--- src/rtl/ptp_tog_pkg.sv ---
package ptp_tog_pkg;
  localparam int unsigned CMD_START_BIT = 28;
  localparam int unsigned CMD_STOP_BIT  = 27;

  typedef struct packed {
    logic start;
    logic stop;
  } tog_cmd_t;
endpackage

--- src/rtl/ptp_tog_cmd_decode.sv ---
module ptp_tog_cmd_decode
  import ptp_tog_pkg::*;
#(
  parameter int unsigned CMD_W = 32
) (
  input  logic             cmd_valid_i,
  input  logic [CMD_W-1:0] cmd_word_i,
  output tog_cmd_t         cmd_o
);
  logic cmd_unused;

  always_comb begin
    cmd_o.start = cmd_valid_i & cmd_word_i[CMD_START_BIT];
    cmd_o.stop  = cmd_valid_i & cmd_word_i[CMD_STOP_BIT];
  end

  assign cmd_unused = ^cmd_word_i;
endmodule

--- src/rtl/ptp_tog_param_regs.sv ---
module ptp_tog_param_regs #(
  parameter int unsigned TIME_W = 64,
  parameter int unsigned HALF_W = 32
) (
  input  logic              clk,
  input  logic              rst_n,
  input  logic              start_wr_i,
  input  logic [TIME_W-1:0] start_din_i,
  input  logic              half_wr_i,
  input  logic [HALF_W-1:0] half_din_i,
  output logic [TIME_W-1:0] start_q_o,
  output logic [HALF_W-1:0] half_q_o
);
  logic [TIME_W-1:0] start_q;
  logic [HALF_W-1:0] half_q;

  always_ff @(posedge clk or negedge rst_n) begin
    if (!rst_n) begin
      start_q <= '0;
    end else if (start_wr_i) begin
      start_q <= start_din_i;
    end
  end

  always_ff @(posedge clk or negedge rst_n) begin
    if (!rst_n) begin
      half_q <= '0;
    end else if (half_wr_i) begin
      half_q <= half_din_i;
    end
  end

  assign start_q_o = start_q;
  assign half_q_o  = half_q;
endmodule

--- src/rtl/ptp_tog_sched.sv ---
module ptp_tog_sched
  import ptp_tog_pkg::*;
#(
  parameter int unsigned TIME_W = 64,
  parameter int unsigned HALF_W = 32
) (
  input  logic              clk,
  input  logic              rst_n,
  input  tog_cmd_t          cmd_i,
  input  logic [TIME_W-1:0] time_i,
  input  logic [TIME_W-1:0] start_i,
  input  logic [HALF_W-1:0] half_i,
  output logic              armed_o,
  output logic              toggle_o
);
  localparam int unsigned PAD_W = TIME_W - HALF_W;

  logic              armed_q, armed_d;
  logic [TIME_W-1:0] next_q, next_d;
  logic              start_ok, reached, upd_en;

  always_comb begin
    start_ok = cmd_i.start && (half_i != '0) && (start_i > time_i);
    reached  = armed_q && (time_i >= next_q);
    armed_d  = armed_q;
    next_d   = next_q;
    toggle_o = 1'b0;
    if (cmd_i.stop) begin
      armed_d = 1'b0;
    end else if (start_ok) begin
      armed_d = 1'b1;
      next_d  = start_i;
    end else if (reached) begin
      toggle_o = 1'b1;
      next_d   = next_q + {{PAD_W{1'b0}}, half_i};
    end
    upd_en = cmd_i.stop | start_ok | reached;
  end

  always_ff @(posedge clk or negedge rst_n) begin
    if (!rst_n) begin
      armed_q <= 1'b0;
      next_q  <= '0;
    end else if (upd_en) begin
      armed_q <= armed_d;
      next_q  <= next_d;
    end
  end

  assign armed_o = armed_q;
endmodule

--- src/rtl/ptp_tog_pin.sv ---
module ptp_tog_pin (
  input  logic clk,
  input  logic rst_n,
  input  logic toggle_i,
  output logic pin_o
);
  logic pin_q, pin_d;

  always_comb begin
    pin_d = ~pin_q;
  end

  always_ff @(posedge clk or negedge rst_n) begin
    if (!rst_n) begin
      pin_q <= 1'b0;
    end else if (toggle_i) begin
      pin_q <= pin_d;
    end
  end

  assign pin_o = pin_q;
endmodule

--- src/rtl/ptp_pin_toggler.sv ---
module ptp_pin_toggler
  import ptp_tog_pkg::*;
#(
  parameter int unsigned TIME_W = 64,
  parameter int unsigned HALF_W = 32,
  parameter int unsigned CMD_W  = 32
) (
  input  logic              clk,
  input  logic              rst_n,
  input  logic [TIME_W-1:0] ptp_time,
  input  logic              start_wr,
  input  logic [TIME_W-1:0] start_din,
  input  logic              half_wr,
  input  logic [HALF_W-1:0] half_din,
  input  logic              cmd_valid,
  input  logic [CMD_W-1:0]  cmd_word,
  output logic              pin_out,
  output logic              armed
);
  tog_cmd_t          cmd;
  logic [TIME_W-1:0] start_q;
  logic [HALF_W-1:0] half_q;
  logic              toggle;

  ptp_tog_cmd_decode #(.CMD_W(CMD_W)) dec_i (
    .cmd_valid_i (cmd_valid),
    .cmd_word_i  (cmd_word),
    .cmd_o       (cmd)
  );

  ptp_tog_param_regs #(.TIME_W(TIME_W), .HALF_W(HALF_W)) regs_i (
    .clk         (clk),
    .rst_n       (rst_n),
    .start_wr_i  (start_wr),
    .start_din_i (start_din),
    .half_wr_i   (half_wr),
    .half_din_i  (half_din),
    .start_q_o   (start_q),
    .half_q_o    (half_q)
  );

  ptp_tog_sched #(.TIME_W(TIME_W), .HALF_W(HALF_W)) sched_i (
    .clk      (clk),
    .rst_n    (rst_n),
    .cmd_i    (cmd),
    .time_i   (ptp_time),
    .start_i  (start_q),
    .half_i   (half_q),
    .armed_o  (armed),
    .toggle_o (toggle)
  );

  ptp_tog_pin pin_i (
    .clk      (clk),
    .rst_n    (rst_n),
    .toggle_i (toggle),
    .pin_o    (pin_out)
  );
endmodule

--- config.mk ---
export PLATFORM = sky130hd
export DESIGN_NAME = ptp_pin_toggler
export DESIGN_NICKNAME = d
export VERILOG_FILES = /design/src/rtl/ptp_tog_pkg.sv /design/src/rtl/ptp_tog_cmd_decode.sv /design/src/rtl/ptp_tog_param_regs.sv /design/src/rtl/ptp_tog_sched.sv /design/src/rtl/ptp_tog_pin.sv /design/src/rtl/ptp_pin_toggler.sv
export SDC_FILE = /design/constraint.sdc
export NUM_CORES = 1
export LEC_CHECK = 0
export BUFFER_PORTS_ARGS = -buffer_cell sky130_fd_sc_hd__buf_2
export CAP_MARGIN = 0
export CORE_MARGIN = 2
export CORE_UTILIZATION = 58
export CTS_BUF_LIST = sky130_fd_sc_hd__clkbuf_4 sky130_fd_sc_hd__clkbuf_8 sky130_fd_sc_hd__clkbuf_16
export DETAILED_ROUTE_END_ITERATION = 10
export PLACE_DENSITY = 0.82
export SETUP_SLACK_MARGIN = 0.2
export SLEW_MARGIN = 20
export SYNTH_ARGS = -nofsm -noshare
export SYNTH_HDL_FRONTEND = slang
export SYNTH_SLANG_ARGS = --single-unit
--- constraint.sdc ---
create_clock -name clk -period 3 [get_ports clk]
set_input_delay 0.3 -clock clk [delete_from_list [all_inputs] [get_ports clk]]
set_output_delay 0.3 -clock clk [all_outputs]
set_load 0.01 [all_outputs]
==> metrics.txt, run 1 <==
syn nets between 1500 and 2000; worst ep type register data pin; Synth cell types 76; top cells by area, synth dfrtp_1, ha_1, mux2_2; Rows between 50 and 60; dpl ws -471 ps; total track usage 0.720; Die Y approximately 150 um; GP Congestion 1.03; I/O pin cnt 199; Die Wd roughly 150 um; H-Tree Depth 4; CTS sink count about 160; total CTS buffers 17; Initial Util 0.587; DPL Wire Length 30500 um; Synth Cell Area 12300 um2; tool error [ERROR GRT-0232] Routing congestion too high. Check the congestion heatmap in the GUI.; largest net degree at the start of global routing 58; cell with the most instances after synthesis dfrtp_1; clk buf depth 2; largest area contributor in the netlist dfrtp_1; GR repair worst EP sched_i.next_q[17]$_DFFE_PN0P_/D; Seq/Total Area, Yosys 0.329; Failed at global routing; commonest cells in the netlist dfrtp_1, ha_1, inv_1; fraction of registers with async set/reset 1.00; top_reg_cell synth dfrtp_1; post-synthesis register bit count about 160; area share of the largest cell type after synthesis 0.329; Port Buffer Count between 150 and 200; Synth Instances around 1400; gr ovfl total 11; YS warnings 0; DP Area about 15000 um2; Syn Area/Cell between 9 and 10 um2; Post-synth EDFFs 0; Clock Tree Root clkbuf_16; run status aborted with a tool error
[metal layers]
| metal | GRT overflow | global-route usage |
|---|---|---|
| met1 | 0 | 0.714 |
| met2 | 8 | 0.884 |
| met3 | 0 | 0.579 |
| met4 | 3 | 0.700 |
| met5 | 0 | 0.309 |
[cell families after synthesis]
family          count (synthesis)  synth area share
fa+ha+maj                     161             0.164
flops                         162             0.329
xor+xnor                       30            0.0213
simple gates                  364             0.147
mux                           108            0.0971
buf+inv                       189            0.0598
compound gates                353             0.181
[through the flow]
stage / instances / TNS [ps] / util
CTS: 2138 / 0 / 0.858
detailed placement: 2036 / -19120 / 0.740
global placement: 2036 / -11750 / 0.740
floorplan: 1367 / 0 / -
[repair_timing]
item / CTS
hold buffers: 1
gates cloned: 8
endpoints found under the setup margin: 66
gates resized for setup: 266
pin swaps: 96
setup buffers: 62
endpoints found under the hold margin: 49
==> run 2: changes to the inputs <==
--- a/config.mk
+++ b/config.mk
@@ -8,11 +8,9 @@
 export BUFFER_PORTS_ARGS = -buffer_cell sky130_fd_sc_hd__buf_2
 export CAP_MARGIN = 0
 export CORE_MARGIN = 2
-export CORE_UTILIZATION = 58
-export CTS_BUF_LIST = sky130_fd_sc_hd__clkbuf_4 sky130_fd_sc_hd__clkbuf_8 sky130_fd_sc_hd__clkbuf_16
+export CORE_UTILIZATION = 40
 export DETAILED_ROUTE_END_ITERATION = 10
-export PLACE_DENSITY = 0.82
-export SETUP_SLACK_MARGIN = 0.2
+export PLACE_DENSITY_LB_ADDON = 0.15
 export SLEW_MARGIN = 20
 export SYNTH_ARGS = -nofsm -noshare
 export SYNTH_HDL_FRONTEND = slang
==> run 2 against run 1 <==
Against the previous run: the flow now finishes, with violations (setup timing); area after synthesis unchanged; synthesized cell count unchanged.
==> metrics.txt, run 2 <==
fmax 319 MHz; CTS sink count 162 (unchanged); DP Area 15800 um2 (+2.1%); Syn Area/Cell 9.01 um2 (unchanged); minimum clock period approximately 3100 ps; Total Wirelength approximately 40000 um; maxcap violations 0; initial antenna violation count 0; type of origin of the critical path flop; actual slew at the worst max-slew pin roughly 840 ps; Reg area between 4000 and 5000 um2; violated checks setup timing; vias per cell 5.38; Min-Delay Path Class in -> reg; top cells by area, synth dfrtp_1, ha_1, mux2_2; Die Wd 179 um (+20%); I/O pin cnt 199 (unchanged); remaining antenna violation count after routing 0; critical path arrival 3460 ps; XOR/XNOR Fraction of Synth Area 0.0213 (unchanged); number of global-route vias before repair between 10000 and 15000; largest family of logic cells by synthesized area compound AO/OA/AOI/OAI gates; post-synthesis register bit count 162 (unchanged); Synth Instances 1367 (unchanged); area of the multi-input gates between 8000 and 9000 um2; core area between 30000 and 40000 um2; top_reg_cell synth dfrtp_1; YS warnings 0 (unchanged); Vias approximately 12000; H-Tree Depth 4 (unchanged); area share of the largest cell type after synthesis 0.329 (unchanged); Iteration-0 DRC Markers 802; most frequent cells in the layout buf_4, buf_2, dfrtp_1, ha_1, inv_1; clk buf depth 2 (unchanged); mux share of post-synthesis cell area 0.0971 (unchanged); largest area contributor in the netlist dfrtp_1; Final WS setup -132 ps; number of remaining DRC errors 0; Final Hold Fails 0; DPL Wire Length 31500 um (+3.2%); Filler Cell Count ~2800; fin. max-slew vios 0; commonest non-fill, non-tap cell in the layout buf_4; RSZ-0062 raised after global routing yes; worst path required time approximately 3300 ps; Post-synth EDFFs 0 (unchanged); Initial Util 0.405 (-0.183); fraction of registers with async set/reset 1.00 (unchanged); syn nets 1725 (unchanged); Leakage Power ~8.5 nW; first-pass GRT wire length 63700 um; layout cell share with drive strength beyond 1 0.419; Worst-Skew Late Latency 460 ps; Post-Synth Adder-Cell Area 0.164 (unchanged); fin crit share 1.04; Clock transition at path regs about 70 ps; total track usage 0.249; WL/cell roughly 18 um; area grow syn2layout 43.5%; GP Congestion 0.906 (-12%); skew final around 14 ps; Seq/Total Area, Yosys 0.329 (unchanged); Die ar. ~32000 um2; cell with the most instances after synthesis dfrtp_1; commonest cells in the netlist dfrtp_1, ha_1, inv_1; largest net degree at the start of global routing between 60 and 70; First-pass DRT Iterations 5; fin area between 15000 and 20000 um2; Compound-Gate Fraction of Synth Area 0.181 (unchanged); Port Buffer Count 168 (unchanged); pwr dens about 680 nW/um2; slew margin rel. 0.440; Simple-Gate Fraction of Synth Area 0.147 (unchanged); Synth Cell Area 12300 um2 (unchanged); fin nets 2194; Rows 64 (+21%); worst-path maximum fanout 4; setup violators final 46; Peak VDD IR 0.000437 V; gr ovfl total 0; total CTS buffers 17 (unchanged); WS Path Type reg -> reg; TritonCTS clock tree done; Die Y 179 um (+20%); Synth cell types 76 (unchanged); Clock Tree Root clkbuf_16; run status finished, violations left; Hold WS 55.3 ps; Critical Path End Type flop
-- run 2: cell counts after synthesis --
No cell type changed its count.
-- run 2: cell type report --
class | instances | area share
diodes | 1 | 0.000142
clock buffers | 20 | 0.0253
clock inverters | 12 | 0.00758
inverters | 143 | 0.0304
multi-input cells | 1016 | 0.471
flip-flops and latches | 162 | 0.229
well taps | 396 | 0.0280
repair buffers | 496 | 0.208
-- run 2: final timing paths --
kind,depth (start not counted),slack [ps],end,from
worst max-delay path,12,-130,sched_i.next_q[44]$_DFFE_PN0P_,sched_i.next_q[57]$_DFFE_PN0P_
min in group asynchronous,2,370,sched_i.next_q[6]$_DFFE_PN0P_,rst_n
max in group asynchronous,3,1910,regs_i.start_q_o[35]$_DFFE_PN0P_,rst_n
worst min-delay path,3,60,regs_i.start_q_o[52]$_DFFE_PN0P_,start_din[52]
worst max register to register,12,-130,sched_i.next_q[44]$_DFFE_PN0P_,sched_i.next_q[57]$_DFFE_PN0P_
worst min register to register,1,480,pin_i.pin_o$_DFFE_PN0P_,pin_i.pin_o$_DFFE_PN0P_
-- run 2: repair_timing --
item | CTS | global route
hold buffers | 1 | 0
endpoints found under the hold margin | 47 | 0
cloned | 2 | 3
pin swaps | 21 | 50
buffers inserted | 10 | 25
gates resized for setup | 71 | 153
endpoints found under the setup margin | 65 | 65
-- run 2: critical path, stage by stage, from the launching register on --
cell and delay, ps:
dfrtp_1 400, inv_2 90, ha_4 280, nand4_1 170
nor4_1 340, buf_4 210, and4_4 250, a21boi_4 250
o41ai_4 130, and2_4 210, or3_4 370, mux2i_2 190
o211ai_1 110
-- run 2: logic make-up (layout without fill, tap and decap cells) --
group | count (synthesis) | count (layout)
muxes | 108 | 108
DFF | 162 | 162
AOI/OAI and AO/OA | 353 | 353
other | 0 | 1
buffers and inverters | 189 | 671
adders and majority gates | 161 | 161
and+or+nand+nor | 364 | 364
xor gates and xnor gates | 30 | 30
-- run 2: power breakdown --
| group | switching [mW] | total (mW) | internal (mW) |
|---|---|---|---|
| combinational | 3.51 | 6.71 | 3.20 |
| sequential | 0.376 | 3.00 | 2.63 |
| clock | 0.992 | 2.24 | 1.25 |
-- run 2: routing by layer --
layer | global-route usage | share of wire
met1 | 0.341 | 0.46
met2 | 0.406 | 0.47
met3 | 0.0401 | 0.048
met4 | 0.0751 | 0.021
met5 | 0 | 0
-- run 2: per-stage QoR --
step | worst slack (ps) | std cells | utilization | total power, mW | TNS [ps]
global route | -238 | 2245 | 0.581 | 12.9 | -7580
floorplan | 258 | 1367 | - | 6.50 | 0
global placement | -393 | 2175 | 0.520 | 8.76 | -13240
detailed placement | -361 | 2175 | 0.520 | 8.89 | -15170
CTS | -56.9 | 2218 | 0.552 | 11.3 | -1150
finish | -132 | 2246 | 0.581 | 12.0 | -2530
No activity file was read; power rests on OpenSTA's default activity.
==> run 3: changes to the inputs <==
==> constraint.sdc (replaced) <==
create_clock -name clk -period 3.4 [get_ports clk]
set_input_delay 0.34 -clock clk [delete_from_list [all_inputs] [get_ports clk]]
set_output_delay 0.34 -clock clk [all_outputs]
set_load 0.01 [all_outputs]
==> run 3 against run 2 <==
Against the previous run: total power decreased by 22%; utilization decreased by 9.3 points; the flow now finishes without violations; hold slack improved by 34 ps; via count decreased by 8.7%; largest power group unchanged; fmax decreased by 3.1%; setup slack improved by 300 ps; clock power decreased by 2%; final cell count decreased by 11%; combinational power decreased by 34%; highest routed layer unchanged; largest cell class unchanged; count of clock-buffer cells in the layout increased by 1; global-route usage decreased by 1.9 points.
==> metrics.txt, run 3 (synthesis results as in run 2) <==
H-Tree Depth 4 (unchanged); CTS sink count 162 (unchanged); run status completed; Clock Tree Root clkbuf_16; fin nets 1940 (-12%); layout cell share with drive strength beyond 1 0.245 (-0.174); Port Buffer Count 168 (unchanged); Leakage Power 7.07 nW (-17%); fin crit share 0.951 (-0.0934); n_diodes 0 (-1); vias per cell 5.54 (+3.0%); fmax 309 MHz (-3.1%); GP Congestion 0.872 (-3.8%); WL/cell 18.5 um (+1.8%); Worst Hold Endpoint regs_i.start_q_o[50]$_DFFE_PN0P_; Die ar. 32200 um2 (unchanged); DPL Wire Length 29200 um (-7.3%); Pwr Total 9.35 mW (-22%); minimum clock period 3230 ps (+99.9 ps); Clock transition at path regs 70 ps (about the same); routing usage on met1 0.317 (-0.0249); critical path arrival 3550 ps (+90 ps); skew final 13.7 ps (+0.160 ps); Final WS setup 168 ps (+300 ps); actual slew at the worst max-slew pin 827 ps (-12.8 ps); Critical Path End Type flop; Initial Util 0.405 (unchanged); total negative slack 0 ps (+2530 ps); Rows 64 (unchanged); gr ovfl total 0 (unchanged); met2 Usage GRT 0.362 (-0.0438); Iteration-0 DRC Markers 633 (-21%); dpl ws 139 ps (+500 ps); Final Hold Fails 0 (unchanged); fin. max-slew vios 0 (unchanged); First-pass DRT Iterations 7 (+2); remaining antenna violation count after routing 0 (unchanged); Die Y 179 um (unchanged); WS Path Type reg -> reg; Total Wirelength 36900 um (-9.8%); area grow syn2layout 20.6%; Register-to-Register Path Depth 13 (+1); slew margin rel. 0.449 (+0.00853); core area 30400 um2 (unchanged); reg2reg setup slack 170 ps (+300 ps); pwr dens 630 nW/um2 (-6.9%); Hold Crit Depth 3 (unchanged); Min-Delay Path Class in -> reg; worst path required time 3720 ps (+390 ps); maxcap violations 0 (unchanged); initial antenna violation count 0 (unchanged); first-pass GRT wire length 58600 um (-8.0%); largest net degree at the start of global routing 69 (+11%); RSZ-0062 raised after global routing no; commonest non-fill, non-tap cell in the layout buf_2; most frequent cells in the layout buf_2, dfrtp_1, ha_1, inv_1, a21oi_1; Vias 11024 (-8.7%); FF-to-FF End sched_i.next_q[59]$_DFFE_PN0P_; TritonCTS clock tree done; type of origin of the critical path flop; Cell Count, Final, Fillers Out 1991 (-11%); setup violators final 0 (-100%); reg-to-reg startpoint regs_i.start_q_o[55]$_DFFE_PN0P_; GR met3 Demand/Resource 0.0458 (+0.00567); Die Wd 179 um (unchanged); worst-path maximum fanout 8 (+4); number of remaining DRC errors 0 (unchanged); I/O pin cnt 199 (unchanged); number of global-route vias before repair 10850 (-9.6%); Peak VDD IR 0.000416 V (-4.8%); clk buf depth 2 (unchanged); total track usage 0.230 (-0.0195); Worst-Skew Late Latency 460 ps (about the same); Post-Place Cells 1957 (-10%); gr busiest metal met2; total CTS buffers 17 (unchanged); HP Start start_din[50]
[run 3: changes by cell type in the layout (fill, tap and decap cells not counted), moves of 13 or more]
cell and change:
buf_4 -226, buf_6 -14, ha_1 +17, ha_4 -15
inv_1 +13, inv_2 -13, nand2_1 +19, o21ai_0 +36
o21ai_1 -14, o21ai_2 -22
[run 3: worst max-delay path, cell delays in order (launching register included)]
cell and delay (ps):
dfrtp_1 430, ha_1 340, nand4_1 230, nor4_1 450
buf_4 200, nand3_1 130, a31o_2 280, nand4_1 150
o21a_4 210, buf_4 180, nor2_1 70, nor2_1 180
buf_4 190, a32oi_1 60
[run 3: worst max-delay path by stage]
stage | start | end | slack (ps) | cells past startpoint
after global routing | sched_i.next_q[56]$_DFFE_PN0P_ | sched_i.next_q[55]$_DFFE_PN0P_ | 4 | 14
final | regs_i.start_q_o[55]$_DFFE_PN0P_ | sched_i.next_q[59]$_DFFE_PN0P_ | 170 | 13
after global placement | ptp_time[57] | sched_i.next_q[40]$_DFFE_PN0P_ | 180 | 13
after CTS | sched_i.next_q[52]$_DFFE_PN0P_ | sched_i.next_q[57]$_DFFE_PN0P_ | 170 | 13
after floorplan | regs_i.half_q_o[17]$_DFFE_PN0P_ | sched_i.next_q[32]$_DFFE_PN0P_ | 660 | 10
after detailed placement | ptp_time[57] | sched_i.next_q[40]$_DFFE_PN0P_ | 140 | 13
[run 3: power breakdown]
part | switching (mW) | leakage, nW | total, mW | internal (mW)
sequential | 0.396 | 1.91 | 2.71 | 2.32
combinational | 2.52 | 4.85 | 4.43 | 1.91
clock | 0.891 | 0.316 | 2.20 | 1.31
[run 3: cell type report]
type                    count  area (um2)
repair buffers            242        1530
fillers                  2970       15600
clock buffers              21         480
well taps                 396         495
clock inverters            11         175
inverters                 143         537
multi-input cells        1016        7570
flip-flops and latches    162        4050
[run 3: what timing repair did]
item                                    in CTS  in global routing
hold endpoints to repair                    57                  0
hold buffers                                 1                  0
endpoints found under the setup margin       0                 19
setup buffers                                0                  1
gates resized for setup                      0                  3
[run 3: stage by stage]
step | utilization | instance area (um2) | hold WS (ps)
after global placement | 0.465 | 14100 | 362
final | 0.488 | 14800 | 89.0
after floorplan | - | 12300 | 44.4
after detailed placement | 0.465 | 14100 | 363
after global routing | 0.488 | 14800 | 92.8
after CTS | 0.486 | 14800 | 81.1
[run 3: layer usage]
| metal | up-vias | wire [um] |
|---|---|---|
| li1 | 5413 | - |
| met1 | 5220 | 17400 |
| met2 | 338 | 16400 |
| met3 | 53 | 2130 |
| met4 | 0 | 950 |
| met5 | - | 0 |
==> run 4: changes to the inputs <==
--- a/config.mk
+++ b/config.mk
@@ -10,7 +10,6 @@
 export CORE_MARGIN = 2
 export CORE_UTILIZATION = 40
 export DETAILED_ROUTE_END_ITERATION = 10
-export PLACE_DENSITY_LB_ADDON = 0.15
 export SLEW_MARGIN = 20
 export SYNTH_ARGS = -nofsm -noshare
 export SYNTH_HDL_FRONTEND = slang
==> run 4 against run 3 <==
Against the previous run: non-clock buffer count is 11 lower; sequential power hardly changed; sequential share of layout area is 0.38 points higher; flip-flop and latch count stayed put; global-route usage is 0.11 points lower; clock skew is 1.8 ps higher; utilization is 0.67 points lower; clock power is 9.1% lower; fmax is 1.4% higher; die area stayed put; register-to-register slack better by 40 ps; largest power group unchanged.
==> metrics.txt, run 4 (synthesis results as in run 2) <==
run status completed; RSZ-0062 raised after global routing no; gr ovfl total 0 (unchanged); type of origin of the critical path flop; most frequent cells in the layout buf_2, dfrtp_1, ha_1, inv_1, a21oi_1; Worst Hold Endpoint regs_i.start_q_o[50]$_DFFE_PN0P_; fin area 14600 um2 (-1.4%); clk buf depth 2 (unchanged); switching power 3.80 mW (-0.33%); skew final 15.5 ps (+1.79 ps); Peak VDD IR 0.000379 V (-8.9%); internal power 5.27 mW (-4.8%); layout cell share with drive strength beyond 1 0.239 (-0.00573); Sw Share 0.419 (+0.0111); fin crit share 0.938 (-0.0128); Comb pwr share 0.479 (+0.005); Initial Util 0.405 (unchanged); core area 30400 um2 (unchanged); Die Y 179 um (unchanged); dpl ws -129 ps (-268 ps); Cell Count, Final, Fillers Out 1979 (-0.60%); fin. max-slew vios 0 (unchanged); Vias 11039 (+0.14%); number of remaining DRC errors 0 (unchanged); Min-Delay Path Class in -> reg; GP Congestion 0.904 (+3.8%); Filler Cell Count 2948 (-0.74%); slew margin rel. 0.458 (+0.00908); maxcap violations 0 (unchanged); Post-Place Cells 1947 (-0.51%); n_diodes 0 (unchanged); pwr dens 620 nW/um2 (-1.6%); First-pass DRT Iterations 7 (unchanged); setup violators final 0 (unchanged); Total Wirelength 36600 um (-0.70%); area grow syn2layout 18.9%; H-Tree Depth 4 (unchanged); remaining antenna violation count after routing 0 (unchanged); initial antenna violation count 0 (unchanged); Clk pwr share 0.221 (-0.015); Critical Path End Type flop; number of global-route vias before repair 10750 (-0.92%); total negative slack 0 ps (unchanged); total track usage 0.229 (-0.00114); FF-to-FF End sched_i.next_q[28]$_DFFE_PN0P_; Post-CTS Setup Inserts 0 (unchanged); Register-to-Register Path Depth 12 (-1); largest net degree at the start of global routing 79 (+14%); actual slew at the worst max-slew pin 813 ps (-13.6 ps); first-pass GRT wire length 58800 um (+0.31%); DPL Wire Length 29100 um (-0.54%); Port Buffer Count 168 (unchanged); Die Wd 179 um (unchanged); Iteration-0 DRC Markers 731 (+15%); minimum clock period 3190 ps (-43.4 ps); Clock transition at path regs 70 ps (about the same); Worst-Skew Late Latency 450 ps (about the same); Die ar. 32200 um2 (unchanged); WL/cell 18.5 um (about the same); worst path required time 3720 ps (about the same); reg2reg setup slack 210 ps (+40 ps); vias per cell 5.58 (+0.74%); DP Area 14000 um2 (-0.85%); Leakage Power 6.98 nW (-1.3%); critical path arrival 3510 ps (-40 ps); Hold Crit Depth 3 (unchanged); CTS sink count 162 (unchanged); Flop pwr share 0.300 (+0.010); commonest non-fill, non-tap cell in the layout buf_2; fin nets 1929 (-0.57%); Final WS setup 211 ps (+43.4 ps); TritonCTS clock tree done; WS Path Type reg -> reg; total CTS buffers 17 (unchanged); I/O pin cnt 199 (unchanged); fmax 314 MHz (+1.4%); reg-to-reg startpoint regs_i.half_q_o[0]$_DFFE_PN0P_; worst-path maximum fanout 3 (-5); Clock Tree Root clkbuf_16; HP Start start_din[50]; Rows 64 (unchanged); Final Hold Fails 0 (unchanged); Pwr Total 9.07 mW (-3.0%)
-- run 4: repair_timing --
action / 4_1_cts / 5_1_grt
resized for setup: 1 / 4
endpoints found under the hold margin: 74 / 0
endpoints found under the setup margin: 10 / 9
hold buffers: 1 / 0
-- run 4: area by class of cell --
type                            instances  area, um2  area share
Sequential cell                       162       4050       0.277
Clock inverter                         13        153      0.0104
Timing Repair Buffer                  231       1400      0.0955
Multi-Input combinational cell       1016       7560       0.517
Clock buffer                           18        439      0.0300
Inverter                              143        537      0.0367
Tap cell                              396        495      0.0338
-- run 4: power groups by stage --
| stage | Combinational, mW | Clock (mW) | Sequential [mW] |
|---|---|---|---|
| 6_report | 4.35 | 2.00 | 2.72 |
| 5_1_grt | 4.91 | 2.13 | 2.77 |
| 4_1_cts | 4.31 | 2.04 | 2.71 |
| 3_5_place_dp | 4.27 | 0 | 2.75 |
| 3_3_place_gp | 4.17 | 0 | 2.73 |
| 2_1_floorplan | 3.14 | 0 | 2.60 |
-- run 4: worst max-delay path by stage --
| stage | start | endpoint | slack, ps | cells past startpoint |
|---|---|---|---|---|
| 3_3_place_gp | ptp_time[57] | sched_i.next_q[50]$_DFFE_PN0P_ | -140 | 13 |
| 5_1_grt | regs_i.half_q_o[0]$_DFFE_PN0P_ | sched_i.next_q[54]$_DFFE_PN0P_ | 6 | 12 |
| 4_1_cts | regs_i.start_q_o[57]$_DFFE_PN0P_ | sched_i.next_q[50]$_DFFE_PN0P_ | 50 | 11 |
| 3_5_place_dp | ptp_time[57] | sched_i.next_q[50]$_DFFE_PN0P_ | -130 | 13 |
| 2_1_floorplan | regs_i.half_q_o[17]$_DFFE_PN0P_ | sched_i.next_q[32]$_DFFE_PN0P_ | 660 | 10 |
| 6_report | regs_i.half_q_o[0]$_DFFE_PN0P_ | sched_i.next_q[28]$_DFFE_PN0P_ | 210 | 12 |
-- run 4: per-stage QoR --
step	hold slack [ps]	utilization
after floorplan	44.4	-
after global placement	436	0.461
after detailed placement	443	0.461
after CTS	85.5	0.480
after global routing	102	0.481
final	100	0.481
-- run 4: routing by layer --
| metal | track usage | vias up | routed length [um] | share of wire |
|---|---|---|---|---|
| li1 | - | 5394 | - | - |
| met1 | 0.330 | 5287 | 17700 | 0.48 |
| met2 | 0.358 | 316 | 16500 | 0.45 |
| met3 | 0.0332 | 42 | 1750 | 0.048 |
| met4 | 0.0628 | 0 | 663 | 0.018 |
| met5 | 0 | - | 0 | 0 |
-- run 4: worst max-delay path, stage by stage, from the launching register on --
cell	delay, ps
dfrtp_1	390
ha_1	220
inv_1	70
fa_1	390
nand2b_1	180
a21oi_1	270
o21ai_0	230
o2111ai_1	300
a21oi_1	160
o31a_1	310
o21ai_0	250
xnor2_1	170
o211ai_1	120
